## config.mk

```make
export PLATFORM = sky130hd
export DESIGN_NAME = spec_line_tracker
export DESIGN_NICKNAME = d
export VERILOG_FILES = /design/src/rtl/slt_pkg.sv /design/src/rtl/slt_line.sv /design/src/rtl/slt_pick.sv /design/src/rtl/spec_line_tracker.sv
export SDC_FILE = /design/constraint.sdc
export NUM_CORES = 1
export LEC_CHECK = 0
export BUFFER_PORTS_ARGS = -buffer_cell sky130_fd_sc_hd__buf_2
export CORE_MARGIN = 4
export CORE_UTILIZATION = 35
export CTS_CLUSTER_DIAMETER = 120
export DETAILED_ROUTE_END_ITERATION = 8
export PLACE_DENSITY = 0.55
export SYNTH_ARGS = -nofsm -noshare
export SYNTH_HDL_FRONTEND = slang
export SYNTH_SLANG_ARGS = --single-unit
```

## constraint.sdc

```tcl
create_clock -name clk_i -period 14.3 [get_ports clk_i]
set_clock_uncertainty 0.2 [all_clocks]
set_input_delay 0.715 -clock clk_i [delete_from_list [all_inputs] [get_ports clk_i]]
set_output_delay 0.715 -clock clk_i [all_outputs]
set_load 0.005 [all_outputs]
```

## src/rtl/slt_pkg.sv

```systemverilog
package slt_pkg;
  typedef enum logic [1:0] {
    ST_I = 2'd0,
    ST_S = 2'd1,
    ST_E = 2'd2,
    ST_M = 2'd3
  } line_st_e;

  typedef enum logic [2:0] {
    OP_NONE,
    OP_SQUASH,
    OP_COMMIT,
    OP_ACK,
    OP_INV,
    OP_FILL,
    OP_LOAD,
    OP_STORE
  } line_op_e;
endpackage

```

## src/rtl/slt_line.sv

```systemverilog
module slt_line
  import slt_pkg::*;
#(
  parameter int unsigned TAG_W = 12
) (
  input  logic             clk_i,
  input  logic             rst_ni,
  input  line_op_e         op_i,
  input  logic             sel_i,
  input  logic [TAG_W-1:0] op_tag_i,
  input  logic             op_spec_i,
  input  line_st_e         fill_st_i,
  output logic [TAG_W-1:0] tag_o,
  output line_st_e         state_o,
  output logic             sl_o,
  output logic             sm_o
);
  logic [TAG_W-1:0] tag_q, tag_d;
  line_st_e         st_q, st_d;
  logic             sl_q, sl_d, sm_q, sm_d;
  logic             hit;

  assign hit = (st_q != ST_I) && (tag_q == op_tag_i);

  always_comb begin
    tag_d = tag_q;
    st_d  = st_q;
    sl_d  = sl_q;
    sm_d  = sm_q;
    unique case (op_i)
      OP_SQUASH: begin
        if (sm_q) st_d = ST_I;
        sl_d = 1'b0;
        sm_d = 1'b0;
      end
      OP_COMMIT: begin
        sl_d = 1'b0;
        // shared lines keep SM until ownership arrives
        if (sm_q && st_q != ST_S) begin
          st_d = ST_M;
          sm_d = 1'b0;
        end
      end
      OP_ACK: begin
        if (sel_i && sm_q && st_q == ST_S) begin
          st_d = ST_M;
          sm_d = 1'b0;
        end
      end
      OP_INV: begin
        if (sel_i && hit && !sl_q && !sm_q) st_d = ST_I;
      end
      OP_FILL: begin
        if (sel_i) begin
          tag_d = op_tag_i;
          st_d  = fill_st_i;
          sl_d  = 1'b0;
          sm_d  = 1'b0;
        end
      end
      OP_LOAD: begin
        if (sel_i && hit && op_spec_i) sl_d = 1'b1;
      end
      OP_STORE: begin
        if (sel_i && hit) begin
          if (op_spec_i) sm_d = 1'b1;
          else if (st_q == ST_E) st_d = ST_M;
        end
      end
      default: ;
    endcase
  end

  always_ff @(posedge clk_i or negedge rst_ni) begin
    if (!rst_ni) begin
      tag_q <= '0;
      st_q  <= ST_I;
      sl_q  <= 1'b0;
      sm_q  <= 1'b0;
    end else begin
      tag_q <= tag_d;
      st_q  <= st_d;
      sl_q  <= sl_d;
      sm_q  <= sm_d;
    end
  end

  assign tag_o   = tag_q;
  assign state_o = st_q;
  assign sl_o    = sl_q;
  assign sm_o    = sm_q;
endmodule

```

## src/rtl/slt_pick.sv

```systemverilog
module slt_pick #(
  parameter int unsigned N    = 16,
  parameter int unsigned IW   = 4
) (
  input  logic [N-1:0]  req_i,
  output logic          valid_o,
  output logic [IW-1:0] idx_o
);
  always_comb begin
    idx_o = '0;
    for (int i = N - 1; i >= 0; i--) begin
      if (req_i[i]) idx_o = IW'(i);
    end
  end
  assign valid_o = |req_i;
endmodule

```

## src/rtl/spec_line_tracker.sv

```systemverilog
module spec_line_tracker
  import slt_pkg::*;
#(
  parameter int unsigned NUM_LINES = 16,
  parameter int unsigned ADDR_W    = 16,
  parameter int unsigned EPOCH_W   = 8,
  localparam int unsigned IDX_W    = $clog2(NUM_LINES),
  localparam int unsigned TAG_W    = ADDR_W - IDX_W
) (
  input  logic               clk_i,
  input  logic               rst_ni,
  input  logic [EPOCH_W-1:0] local_epoch_i,
  input  logic               req_valid_i,
  input  logic               req_write_i,
  input  logic               req_spec_i,
  input  logic [ADDR_W-1:0]  req_addr_i,
  input  logic               fill_valid_i,
  input  logic [ADDR_W-1:0]  fill_addr_i,
  input  logic [1:0]         fill_state_i,
  input  logic               inv_valid_i,
  input  logic               inv_spec_i,
  input  logic [EPOCH_W-1:0] inv_epoch_i,
  input  logic [ADDR_W-1:0]  inv_addr_i,
  input  logic               squash_i,
  input  logic               commit_i,
  input  logic               own_ack_i,
  output logic               look_hit_o,
  output logic [1:0]         look_state_o,
  output logic               look_sl_o,
  output logic               look_sm_o,
  output logic               violation_o,
  output logic               own_req_o,
  output logic [IDX_W-1:0]   own_idx_o
);
  line_op_e          op;
  logic [ADDR_W-1:0] op_addr;
  logic [IDX_W-1:0]  op_idx;
  logic [TAG_W-1:0]  op_tag;
  logic              op_spec;

  logic [TAG_W-1:0]  tag_a [NUM_LINES];
  line_st_e          st_a  [NUM_LINES];
  logic [NUM_LINES-1:0] sl_v, sm_v, pend_v;

  logic busy_q, viol_q, pick_valid, viol_evt;
  logic [IDX_W-1:0] pick_idx;

  // single operation per cycle, fixed priority
  always_comb begin
    op      = OP_NONE;
    op_addr = req_addr_i;
    op_spec = req_spec_i;
    if (squash_i)                    op = OP_SQUASH;
    else if (commit_i)               op = OP_COMMIT;
    else if (own_ack_i && own_req_o) op = OP_ACK;
    else if (inv_valid_i) begin
      op      = OP_INV;
      op_addr = inv_addr_i;
      op_spec = inv_spec_i;
    end else if (fill_valid_i) begin
      op      = OP_FILL;
      op_addr = fill_addr_i;
    end else if (req_valid_i)        op = req_write_i ? OP_STORE : OP_LOAD;
  end

  assign op_idx = (op == OP_ACK) ? pick_idx : op_addr[IDX_W-1:0];
  assign op_tag = op_addr[ADDR_W-1:IDX_W];

  for (genvar g = 0; g < NUM_LINES; g++) begin : g_line
    slt_line #(.TAG_W(TAG_W)) u_line (
      .clk_i     (clk_i),
      .rst_ni    (rst_ni),
      .op_i      (op),
      .sel_i     (op_idx == IDX_W'(g)),
      .op_tag_i  (op_tag),
      .op_spec_i (op_spec),
      .fill_st_i (line_st_e'(fill_state_i)),
      .tag_o     (tag_a[g]),
      .state_o   (st_a[g]),
      .sl_o      (sl_v[g]),
      .sm_o      (sm_v[g])
    );
    assign pend_v[g] = sm_v[g] && (st_a[g] == ST_S);
  end

  slt_pick #(.N(NUM_LINES), .IW(IDX_W)) u_pick (
    .req_i   (pend_v),
    .valid_o (pick_valid),
    .idx_o   (pick_idx)
  );

  // violation sources: early-epoch or plain write to a read line, eviction of a flagged line
  logic tgt_hit;
  assign tgt_hit  = (st_a[op_idx] != ST_I) && (tag_a[op_idx] == op_tag);
  assign viol_evt = ((op == OP_INV) && tgt_hit && sl_v[op_idx] &&
                     (!inv_spec_i || (inv_epoch_i < local_epoch_i))) ||
                    ((op == OP_FILL) && (sl_v[op_idx] || sm_v[op_idx]));

  always_ff @(posedge clk_i or negedge rst_ni) begin
    if (!rst_ni) begin
      viol_q <= 1'b0;
      busy_q <= 1'b0;
    end else begin
      if (squash_i)      viol_q <= 1'b0;
      else if (viol_evt) viol_q <= 1'b1;

      if (squash_i)         busy_q <= 1'b0;
      else if (commit_i)    busy_q <= 1'b1;
      else if (!pick_valid) busy_q <= 1'b0;
    end
  end

  assign violation_o = viol_q;
  assign own_req_o   = busy_q && pick_valid;
  assign own_idx_o   = pick_idx;

  logic [IDX_W-1:0] look_idx;
  assign look_idx     = req_addr_i[IDX_W-1:0];
  assign look_hit_o   = (st_a[look_idx] != ST_I) && (tag_a[look_idx] == req_addr_i[ADDR_W-1:IDX_W]);
  assign look_state_o = look_hit_o ? st_a[look_idx] : ST_I;
  assign look_sl_o    = look_hit_o && sl_v[look_idx];
  assign look_sm_o    = look_hit_o && sm_v[look_idx];
endmodule

```

* Yosys cells after proc, flatten, opt, wreduce, memory -nomap -nowiden
Index checks and enable logic that the tools add are counted.
Cells by class: bitwise logic cells 2, reduce and logical (&&, ||, !) cells 279, magnitude comparators 5, equality and inequality tests 219, mux-type cells 316
Operators by type and width (count):
- != test 2 x 1 -> 1 bit (second input constant) | 145
- two-way mux 2 bit | 133
- == test 12 bit | 18
- one-hot mux 2 bit (6 select lines) | 16
- logical AND 1 bit | 154
- AND reduction 9 bit | 16
- binary-select mux 12 bit (select 4 bit) | 2
- AND reduction 6 bit | 16
- two-way mux 1 bit | 95
- two-way mux 16 bit | 5
- one-hot mux 1 bit (5 select lines) | 16
- two-way mux 4 bit | 17
- two-way mux 12 bit | 4
- one-hot mux 1 bit (3 select lines) | 16
- AND reduction 3 bit | 16
- nonzero test 2 bit | 19
- logical NOT 1 bit | 33
- == test 2 x 1 -> 1 bit (second input constant) | 16
- == test 2 bit (second input constant) | 16
- == test 4 bit (second input constant) | 8
- AND reduction 2 bit | 16
- two-way mux 3 bit | 6
- binary-select mux 1 bit (select 4 bit) | 4
- binary-select mux 2 bit (select 4 bit) | 2
- other kinds (19) | 32
Word-level totals: bits of input ports 77, register bits after elaboration 258

* Longest topological paths before layout
Gate-level depths: netlist (run 1).
word-level depth 31, depth in mapped cells 25, gate-level depth less buffers 19

* By module
Synthesis (run 1) repeated with hierarchy kept, for this count alone.
Unflattened totals: cells, all modules 2274, area, all modules 21269.1 µm²
Modules (own cells, without submodules):
- slt_line | sequential area each 400.4 µm², instances 16, area an instance 973.4 µm², cells each 96
- spec_line_tracker | sequential area each 50.0 µm², instances 1, area an instance 5517.8 µm², cells each 704
- slt_pick | sequential area each 0.0 µm², instances 1, area an instance 176.4 µm², cells each 34

* Worst setup path before layout (run 1)
Ideal clock, no wire load.
path kind input to register, start point in fill_valid_i, end point reg g_line[11].u_line.st_q[0], data required time 13975 ps, arrival time 4917 ps, buffers on the path 6, setup time 125 ps, cell stages on the path 23, setup slack 9058 ps, path through clkbuf_1 clkbuf_1 clkbuf_1 a21oi_1 nor2_1 nor2_1 nor2_1 or2_2 ha_1 clkbuf_1 inv_1 a21oi_1 nand2_1 nand2_1 buf_4 buf_2 nand2_1 nor2_1 nand4_1 nor3_1 a21oi_1 nor4_1 mux2_2
On the way: word-level cells in the longest chain between the ends 13, elaborated cells on any way between the ends 36, classes of those cells 16 x eq/ne; 12 x mux; 8 x reduce/logical
Ends and longest elaborated chain:
- start: declaration | RTL line spec_line_tracker.sv:17 | input logic fill_valid_i,
- two-way mux 3 bit | RTL line spec_line_tracker.sv:60 | end else if (fill_valid_i) begin
- two-way mux 3 bit | RTL line spec_line_tracker.sv:56 | else if (inv_valid_i) begin
- two-way mux 3 bit | RTL line spec_line_tracker.sv:55 | else if (own_ack_i && own_req_o) op = OP_ACK;
- two-way mux 3 bit | RTL line spec_line_tracker.sv:54 | else if (commit_i) op = OP_COMMIT;
- two-way mux 3 bit | RTL line spec_line_tracker.sv:53 | if (squash_i) op = OP_SQUASH;
- == test 3 x 2 -> 1 bit | RTL line slt_line.sv:30, spec_line_tracker.sv:66
- two-way mux 4 bit | RTL line spec_line_tracker.sv:66 | assign op_idx = (op == OP_ACK) ? pick_idx : op_addr[IDX_W-1:0];
- == test 4 bit | RTL line spec_line_tracker.sv:74 | .sel_i (op_idx == IDX_W'(g)),
- logical AND 1 bit | RTL line slt_line.sv:51, slt_line.sv:65
- logical AND 1 bit (2 in a row) | RTL line slt_line.sv:51 | if (sel_i && hit && !sl_q && !sm_q) st_d = ST_I;
- != test 2 x 1 -> 1 bit (no source line)
- AND reduction 9 bit (no source line)
- end signal: assignment | RTL line slt_line.sv:82 | st_q <= st_d;
- end: declaration | RTL line slt_line.sv:19 | line_st_e st_q, st_d;
Several ways; a longest one is shown, not always the timed one. A chain may end at the register's enable or synchronous reset.

* Final worst setup path (run 1)
start point reg g_line[12].u_line.st_q[1], end point reg g_line[12].u_line.st_q[0]
On the way: word-level cells in the longest chain between the ends 22, elaborated cells on any way between the ends 57, classes of those cells 19 x eq/ne; 24 x mux; 14 x reduce/logical
Ends and longest elaborated chain:
- start: declaration | RTL line slt_line.sv:19
- start signal: assignment | RTL line slt_line.sv:82
- == test 2 x 1 -> 1 bit | RTL line slt_line.sv:45, spec_line_tracker.sv:83
- logical AND 1 bit | RTL line spec_line_tracker.sv:83 | assign pend_v[g] = sm_v[g] && (st_a[g] == ST_S);
- two-way mux 4 bit (13 in a row) | RTL line slt_pick.sv:12 | if (req_i[i]) idx_o = IW'(i);
- two-way mux 4 bit | RTL line spec_line_tracker.sv:66
- == test 4 bit | RTL line spec_line_tracker.sv:74
- logical AND 1 bit | RTL line slt_line.sv:51, slt_line.sv:65
- logical AND 1 bit (2 in a row) | RTL line slt_line.sv:51
- != test 2 x 1 -> 1 bit (no source line)
- AND reduction 9 bit (no source line)
Several ways; a longest one is shown, not always the timed one.

==> summary by stage, run 1 <==
Critical path
The worst setup path is captured at a flop. In this run the register-to-register setup slack is 6.54 ns. The path type of the worst setup path is reg -> reg.

The worst setup path is launched from a flop. Along the worst path, the maximum fanout reaches 27. Data on the critical path is required at its endpoint by 14.52 ns. Among cell families on the critical path, the largest total delay comes from simple AND/OR/NAND/NOR gates. Walking the worst path, the cells encountered are nand3b_1 -> and4_1 -> a41oi_1 -> nor2_1 -> nor2_1 -> or2_2 -> ha_1 -> inv_1 -> a21oi_2 -> buf_4 -> o21ai_0 -> nand2_1 -> buf_4 -> nand2_1 -> nor3_1 -> nand3_1 -> nor4_1 -> a21oi_1 -> or4_1 -> mux2_1. The buffer and inverter count on the worst path is 3.

The master of the slowest instance on the critical path is sky130_fd_sc_hd__nor4_1. The biggest cell delay along the critical path is 0.99 ns. At the worst endpoint, the arrival time is 7.98 ns.

Synth
Summing the areas of all compound-gate instances in the mapped netlist gives 18.2% of the synthesized area. For this run, the leading register cell type out of synthesis is sky130_fd_sc_hd__dfrtp_1. The number of warning messages in the yosys log is 0. After synthesis, the largest family of logic cells by area is compound AO/OA/AOI/OAI gates. The netlist uses 73 different library cells. In the synthesized netlist the async set-or-reset flop fraction comes to 100%. The average cell area after synthesis is 9.13 um2. The register bit total from synthesis is 258. The synthesized net count is 2,161. Counting every instance in the synthesized netlist gives 2,073. Of the total synthesized cell area, the portion taken by AND, OR, NAND and NOR gates is 15.5%. The adder-cell share of the synthesized area is 0.727%. The part of the Yosys area used for sequential elements is 34.1%. The share of synthesized area spent on multiplexers is 17.3%. The synthesized cell area is 18,900 um2. Yosys mapped a number of flops with a built-in enable equal to 0.

The xor-xnor portion of the synthesized cell area is 10.2%.

Floorplan
The row count is 84. The initial cell density of the core is 35.7%. The vertical die dimension is 241 um.

From left edge to right edge, the die measures 241 um. The floorplan step defined a die boundary enclosing 57,900 um2. 88 I/O pins were placed. After floorplanning, the core was sized to cover 53,100 um2.

STA
The total of endpoints with negative setup slack in the final report is 0. The final clock period utilization by the worst path is 54.2%. The final worst hold slack is -0.0279 ns.

The clock period minus final worst setup slack is 7.76 ns. The slew at the pin with the worst max-slew slack is 1.36 ns. Setup repair after global routing left no endpoint under its margin. Headroom to the max-slew limit came out at 8.73%. The achievable clock frequency is 129 MHz. For the final routed database, the setup TNS stands at 0 ns. The final hold violation count is 2. The number of slew-limit violations in the final report came to 0.

Drt
In this run the remaining antenna-violating nets after routing total 0. The number of iterations in the first detailed-routing pass is 5. The via count of the routed design is 17,500.

The routed wirelength normalized by instance count is 28.4 um. Wires add up to 79,400 um. Dividing the detail-routed via count by the number of cells gives 6.24. The first routing iteration left 1,859 violations. After detailed routing, the number of remaining DRC violations is 0.

Power
The maximum ir drop on the vdd rail is 0.0689 mV. In this run the power density over the cells is 135 nW/um2. The leakage power summed over all cells is 0.00874 uW.

GRT
The maximum number of pins on one net before global-route repair is 150. The first-pass GRT wire length is 117,000 um. The number of global-route vias before repair is 16,700.

The initial antenna violation count is 6. After global routing the overflow that remains totals 0. Global routing used 27.1% of the available tracks.

Finish
The area growth from synthesis to layout is 12.1%. The most common cell after layout, fill and taps aside is sky130_fd_sc_hd__nand2_1. Leaving out fill and tap cells, the most frequent cells in the layout are 312 x sky130_fd_sc_hd__nand2_1, 271 x sky130_fd_sc_hd__o21ai_0, 258 x sky130_fd_sc_hd__dfrtp_1. The final layout net count is 2,172. The final core utilization is 40.0%. The post-route netlist has 16.2% of its cells at a drive strength greater than 1.

Clock network
The number of buffers on the longest clock path is 3. The tree is rooted in a sky130_fd_sc_hd__clkbuf_16. CTS built an H-tree with a depth of 2. The total setup buffers inserted after CTS is 0. The number of buffers inserted by hold repair at cts is 0. The CTS buffer count is 34.

In this run, post-CTS repair resized a total of 0 instances. The clock insertion delay at the later pin of the skew report is 0.56 ns. The CTS tree is done. Clock tree synthesis found a total of 258 sinks. The clock slew at the register clock pins of the worst setup and hold paths is 0.06 ns.

Place
The final weighted congestion in routability-driven placement is 0.944. The number of I/O port buffers is 87. The half-perimeter wire length after placement is 55,500 um.

Run status
The checks that failed: negative hold slack. The flow ran to the end, but the final reports show violations.

Flow run
The tool flagged a number of max-cap violations equal to 0.

Min path
The min-delay analysis places its worst path in the category in -> async.
-- cell families (layout without fill, tap and decap cells) --
| kind of cell | after synthesis | count (layout) |
|---|---|---|
| and+or+nand+nor | 624 | 624 |
| AOI/OAI and AO/OA | 559 | 559 |
| DFF | 258 | 258 |
| xor gates and xnor gates | 221 | 221 |
| muxes | 212 | 212 |
| buffers and inverters | 188 | 224 |
| adders and majority gates | 11 | 11 |
| other | 0 | 3 |
-- per-stage QoR --
stage	total power (uW)	hold WS (ns)	std cells	worst slack (ns)	cell area [um2]
3_5_place_dp	1930	0.339	2736	6.88	20000
5_1_grt	2980	0.0794	2798	6.31	21200
4_1_cts	2850	0.0878	2797	6.82	21200
6_report	2860	-0.0279	2800	6.54	21200
2_1_floorplan	1580	0.219	2073	9.06	18900
3_3_place_gp	1910	0.325	2736	6.92	20000
-- worst paths after layout --
path,depth (start not counted),endpoint,from
min in group clk_i,2,busy_q,commit_i
hold reg to reg,2,g_line[10].u_line.tag_o[10],g_line[10].u_line.tag_o[10]
setup / recovery,20,g_line[12].u_line.state_o[0],g_line[12].u_line.state_o[1]
max in group asynchronous,2,g_line[13].u_line.tag_o[7],rst_ni
setup reg to reg,20,g_line[12].u_line.state_o[0],g_line[12].u_line.state_o[1]
hold / removal,1,busy_q,rst_ni
-- final cells by class --
cell class | count | area, um2
Fill cell | 5305 | 31800
Multi-Input combinational cell | 1627 | 11800
Sequential cell | 258 | 6460
Clock buffer | 46 | 997
Tap cell | 688 | 861
Timing Repair Buffer | 133 | 806
Clock inverter | 15 | 204
Inverter | 30 | 113
Antenna cell | 3 | 7.51
-- synthesized netlist by cell type (12+ instances only) --
| cell | count | share of area [%] |
|---|---|---|
| sky130_fd_sc_hd__a21oi_1 | 118 | 3.1 |
| sky130_fd_sc_hd__buf_1 | 19 | 0.38 |
| sky130_fd_sc_hd__a31oi_1 | 21 | 0.69 |
| sky130_fd_sc_hd__clkbuf_1 | 112 | 2.2 |
| sky130_fd_sc_hd__nand3b_1 | 15 | 0.59 |
| sky130_fd_sc_hd__xnor2_1 | 120 | 5.6 |
| sky130_fd_sc_hd__a22oi_1 | 14 | 0.56 |
| sky130_fd_sc_hd__nand4_1 | 33 | 1.1 |
| sky130_fd_sc_hd__inv_1 | 30 | 0.59 |
| sky130_fd_sc_hd__dfrtp_1 | 258 | 34 |
| sky130_fd_sc_hd__nor2b_1 | 22 | 0.73 |
| sky130_fd_sc_hd__o21ai_0 | 271 | 7.2 |
| sky130_fd_sc_hd__mux2_2 | 30 | 1.8 |
| sky130_fd_sc_hd__nand3_1 | 43 | 1.1 |
| sky130_fd_sc_hd__o2111ai_1 | 12 | 0.56 |
| sky130_fd_sc_hd__nor4_1 | 35 | 1.2 |
| sky130_fd_sc_hd__mux2i_1 | 88 | 4.7 |
| sky130_fd_sc_hd__mux4_2 | 88 | 10 |
| sky130_fd_sc_hd__o22ai_1 | 18 | 0.59 |
| sky130_fd_sc_hd__nor2_1 | 71 | 1.4 |
| sky130_fd_sc_hd__buf_2 | 21 | 0.56 |
| sky130_fd_sc_hd__xor2_1 | 101 | 4.7 |
| sky130_fd_sc_hd__o211ai_1 | 12 | 0.48 |
| sky130_fd_sc_hd__nand2_1 | 313 | 6.2 |
| sky130_fd_sc_hd__and2_1 | 13 | 0.43 |
| sky130_fd_sc_hd__nor3_1 | 29 | 0.77 |
-- state kept, by name, indices dropped and copies added, names as in the netlist --
signal	count
g_line.u_line.tag_o	192
busy_q	1
g_line.u_line.sm_o	16
g_line.u_line.state_o	32
violation_o	1
g_line.u_line.sl_o	16
-- layer usage --
layer  vias to the layer above  routed length, um  track usage [%]  part of all wire [%]
met4                         6               3960             11.7                   5.0
li1                       7626                  -                -                     -
met3                       211               7920             6.47                    10
met2                       984              34700             40.7                    44
met5                         -                 34                0                 0.043
met1                      8646              32800             37.5                    41
-- worst reg2reg max path, cell delays in order (launching register included) --
cell,delay (ns)
sky130_fd_sc_hd__dfrtp_1,0.45
sky130_fd_sc_hd__nand3b_1,0.30
sky130_fd_sc_hd__and4_1,0.34
sky130_fd_sc_hd__a41oi_1,0.58
sky130_fd_sc_hd__nor2_1,0.11
sky130_fd_sc_hd__nor2_1,0.15
sky130_fd_sc_hd__or2_2,0.16
sky130_fd_sc_hd__ha_1,0.43
sky130_fd_sc_hd__inv_1,0.23
sky130_fd_sc_hd__a21oi_2,0.15
sky130_fd_sc_hd__buf_4,0.36
sky130_fd_sc_hd__o21ai_0,0.31
sky130_fd_sc_hd__nand2_1,0.17
sky130_fd_sc_hd__buf_4,0.39
sky130_fd_sc_hd__nand2_1,0.60
sky130_fd_sc_hd__nor3_1,0.45
sky130_fd_sc_hd__nand3_1,0.14
sky130_fd_sc_hd__nor4_1,0.99
sky130_fd_sc_hd__a21oi_1,0.18
sky130_fd_sc_hd__or4_1,0.60
sky130_fd_sc_hd__mux2_1,0.34
-- power breakdown --
part / switching (uW) / leakage (uW) / internal, uW
clock network: 364 / 0.000595 / 564
logic: 494 / 0.00467 / 364
registers: 216 / 0.00347 / 862
(Power assumes the default switching activity.)
==> run 2: changes to the inputs <==
PLACE_DENSITY = 0.57   (was 0.55)
clock period = 6.99 ns   (was 14.3 ns; I/O delays follow)
==> run 2 against run 1 <==
The run ends with negative setup slack left. Critical path depth down 1. Register-to-register slack worse by 6.6 ns. Via count up 1.7%. Die area unchanged. Combinational power grew 110%. Cell count increased by 0.96%. Routed wire length rose by 3.1%. Non-clock buffer count grew 26. Setup slack worse by 6.6 ns. Core utilization rose by 0.33 points. Critical endpoint is now g_line[9].u_line.state_o[0]. Largest power group unchanged. Highest routed layer unchanged.
==> summary by stage, run 2 (synthesis gave the netlist of run 1 again) <==
STA
Setup repair after global routing left no endpoint under its margin. The number of slew-limit violations in the final report came to 0 (unchanged). The clock period minus final worst setup slack is 7.04 ns (-0.720 ns). The slew at the pin with the worst max-slew slack is 1.33 ns (-0.0302 ns).

The achievable clock frequency is 142 MHz (+10%). The setup slack after layout was -0.0472 ns (-6.59 ns). The final clock period utilization by the worst path came to 101% (+46 points). The final worst hold slack came to 0.0271 ns (+0.0550 ns).

The total of endpoints with negative setup slack in the final report was 2 (+2). The final hold violation count is 0 (-2). The total negative setup slack came to -0.0936 ns (-0.0936 ns). The worst slew slack as a fraction of its limit is 10.8% (+2.0 points).

Drt
The remaining number of nets flagged by the antenna check after routing is 0 (unchanged). The remaining design rule violation count is 0 (unchanged). The overall routed net length is 81,900 um (+3.1%). The number of iterations in the first detailed-routing pass is 6 (+1). The routed wirelength normalized by instance count is 29.0 um (+2.1%).

The starting DRC count in detailed routing is 2,126 (+14%). The via count of the routed design was 17,800 (+1.7%). The detailed-route vias per instance was 6.29 (+0.73%).

GRT
In this run the most used layer during global routing was met2. The maximum number of pins on one net before global-route repair was 145 (-3.3%). The number of global-route vias before repair is 17,000 (+2.1%). The initial antenna violation count is 7 (+1). The met3 usage in global routing is 6.80% (+0.33 points).

The aggregate global routing overflow is 0 (unchanged). The all-layer global routing usage is 28.0% (+0.88 points). The first-pass GRT wire length is 120,000 um (+2.9%). The met2 routing resource usage after global routing is 43.0% (+2.3 points).

The global-route met1 utilization is 38.1% (+0.64 points).

Critical path
STA classifies the critical path startpoint as a flop. The cell repeated most along the worst path is sky130_fd_sc_hd__nor2_1. The flop-to-flop setup slack came to -0.05 ns (-6.59 ns). The critical path data arrival time is 7.27 ns (-0.71 ns). The worst register-to-register path begins at g_line[15].u_line.state_o[1]. The critical path endpoint category is a flop. Traced cell by cell, the critical path runs through nand3b_1 -> and4_1 -> a41oi_1 -> buf_4 -> nor2_1 -> nor2_1 -> or2_2 -> ha_1 -> or3_1 -> a41oi_1 -> a211oi_1 -> nand3_1 -> buf_4 -> nand2_1 -> nor2_1 -> nand4_1 -> nor3_1 -> o21ai_0 -> mux2_2. The worst register-to-register path ends at g_line[9].u_line.state_o[0]. The path type of the worst setup path is reg -> reg. The biggest cell delay along the critical path is 0.93 ns (-0.06 ns). The largest fanout on the critical path is 13 (-52%).

The critical path required time is 7.22 ns (-7.30 ns). The length in cells of the worst reg-to-reg path is 19 (-5.0%). The slowest stage of the critical path is the sky130_fd_sc_hd__nor3_1 cell.

Place
The final weighted congestion in routability-driven placement is 1.02 (+7.9%). The area of placed instances is 20,200 um2 (+1.0%). The number of I/O port buffers is 87 (unchanged). The instance count after placement with tap cells included is 2,759 (+0.84%). The half-perimeter wire length after placement is 59,400 um (+7.0%).

Min path
The min-delay analysis places its worst path in the category in -> reg. The worst hold path terminates at g_line[9].u_line.tag_o[6]. The hold path depth is 3. The worst hold path begins at inv_addr_i[10].

Clock network
The clock slew at the register clock pins of the worst setup and hold paths is 0.06 ns (about the same). The number of buffers on the longest clock path is 3 (unchanged). The total setup buffers inserted after CTS is 0 (unchanged).

The CTS buffer count came to 34 (unchanged). The total number of H-tree levels came to 2 (unchanged). The number of buffers inserted by hold repair at cts was 3 (+3). The clock sink count is 258 (unchanged). The CTS tree is done. The clock root buffer master is sky130_fd_sc_hd__clkbuf_16.

The clock insertion delay at the later pin of the skew report is 0.57 ns (about the same). The post-cts sizing count was 0 (unchanged).

Power
The cell area power density is 273 nW/um2 (+100%). The maximum ir drop on the vdd rail came to 0.171 mV (+150%). The power consumption came to 5840 uW (+100%).

The leakage power summed over all cells is 0.00884 uW (+1.1%).

Finish
The number of filler cells placed in the layout is 5,247 (-1.1%). The area overhead of the layout relative to synthesis is 13.1%. The library cells used most frequently in the layout, excluding fill and tap cells, are 312 x sky130_fd_sc_hd__nand2_1, 271 x sky130_fd_sc_hd__o21ai_0, 258 x sky130_fd_sc_hd__dfrtp_1.

The layout cell share with drive strength beyond 1 was 17.1% (+0.92 points). The post-route non-filler standard cell count is 2,827 (+0.96%). The final layout net count came to 2,198 (+1.2%).

The most common cell after layout, fill and taps aside is sky130_fd_sc_hd__nand2_1. The final standard cell area without fillers is 21,400 um2 (+0.82%). The number of flip-flops under the largest register name was 192 (unchanged).

Floorplan
The total die area was 57,900 um2 (unchanged). The initial cell density of the core is 35.7% (unchanged). The row count is 84 (unchanged). The width of the die is 241 um (unchanged). The core area was 53,100 um2 (unchanged). The number of I/O pins is 88 (unchanged). The vertical die dimension is 241 um (unchanged).

Run status
The checks that failed: negative setup slack. The run finished, with violations left.

Flow run
The max-capacitance violation count is 0 (unchanged).
run 2: area by class of cell:
class | count | area (um2) | area share, %
antenna | 3 | 7.51 | 0.0351
clock buffer | 47 | 991 | 4.63
clock inverter | 15 | 154 | 0.719
inverter | 30 | 113 | 0.526
multi-input combinational | 1627 | 11800 | 55.1
sequential | 258 | 6460 | 30.2
tap | 688 | 861 | 4.02
timing repair buffer | 159 | 1030 | 4.82
run 2: how the worst max path moves through the flow:
stage          depth (start not counted)                          from  slack, ns                           end
6_report                              19  g_line[15].u_line.state_o[1]      -0.05   g_line[9].u_line.state_o[0]
5_1_grt                               21   g_line[2].u_line.state_o[1]       0.03  g_line[14].u_line.state_o[0]
4_1_cts                               19   g_line[2].u_line.state_o[0]       0.44   g_line[9].u_line.state_o[0]
3_5_place_dp                          21  g_line[15].u_line.state_o[1]       0.46  g_line[14].u_line.state_o[0]
3_3_place_gp                          19         g_line[2].u_line.sm_o       0.35   g_line[9].u_line.state_o[1]
2_1_floorplan                         18   g_line[2].u_line.state_o[0]       1.91   g_line[0].u_line.state_o[0]
run 2: routing by layer:
metal	part of all wire (%)	vias to the layer above
li1	-	7653
met1	41	8786
met2	44	1086
met3	10	237
met4	4.6	8
met5	0.14	-
run 2: report_power, final:
group          total, uW  leakage [uW]  internal (uW)  switching (uW)
Sequential          2220       0.00347           1760             460
Combinational       1800       0.00481            760            1040
Clock               1820      0.000558           1080             745
run 2: stage by stage:
step / setup WS, ns / util (%)
after floorplan: 1.91 / -
after global placement: 0.352 / 38.1
after detailed placement: 0.463 / 38.1
after CTS: 0.442 / 40.3
after global routing: 0.0315 / 40.3
final: -0.0472 / 40.3
run 2: worst max-delay path: cells and delay by family (launching register included):
family	cells	cell delay (ns)
simple gates	11	3.97
compound gates	4	0.93
buf+inv	2	0.56
flops	1	0.49
fa+ha+maj	1	0.38
mux	1	0.34
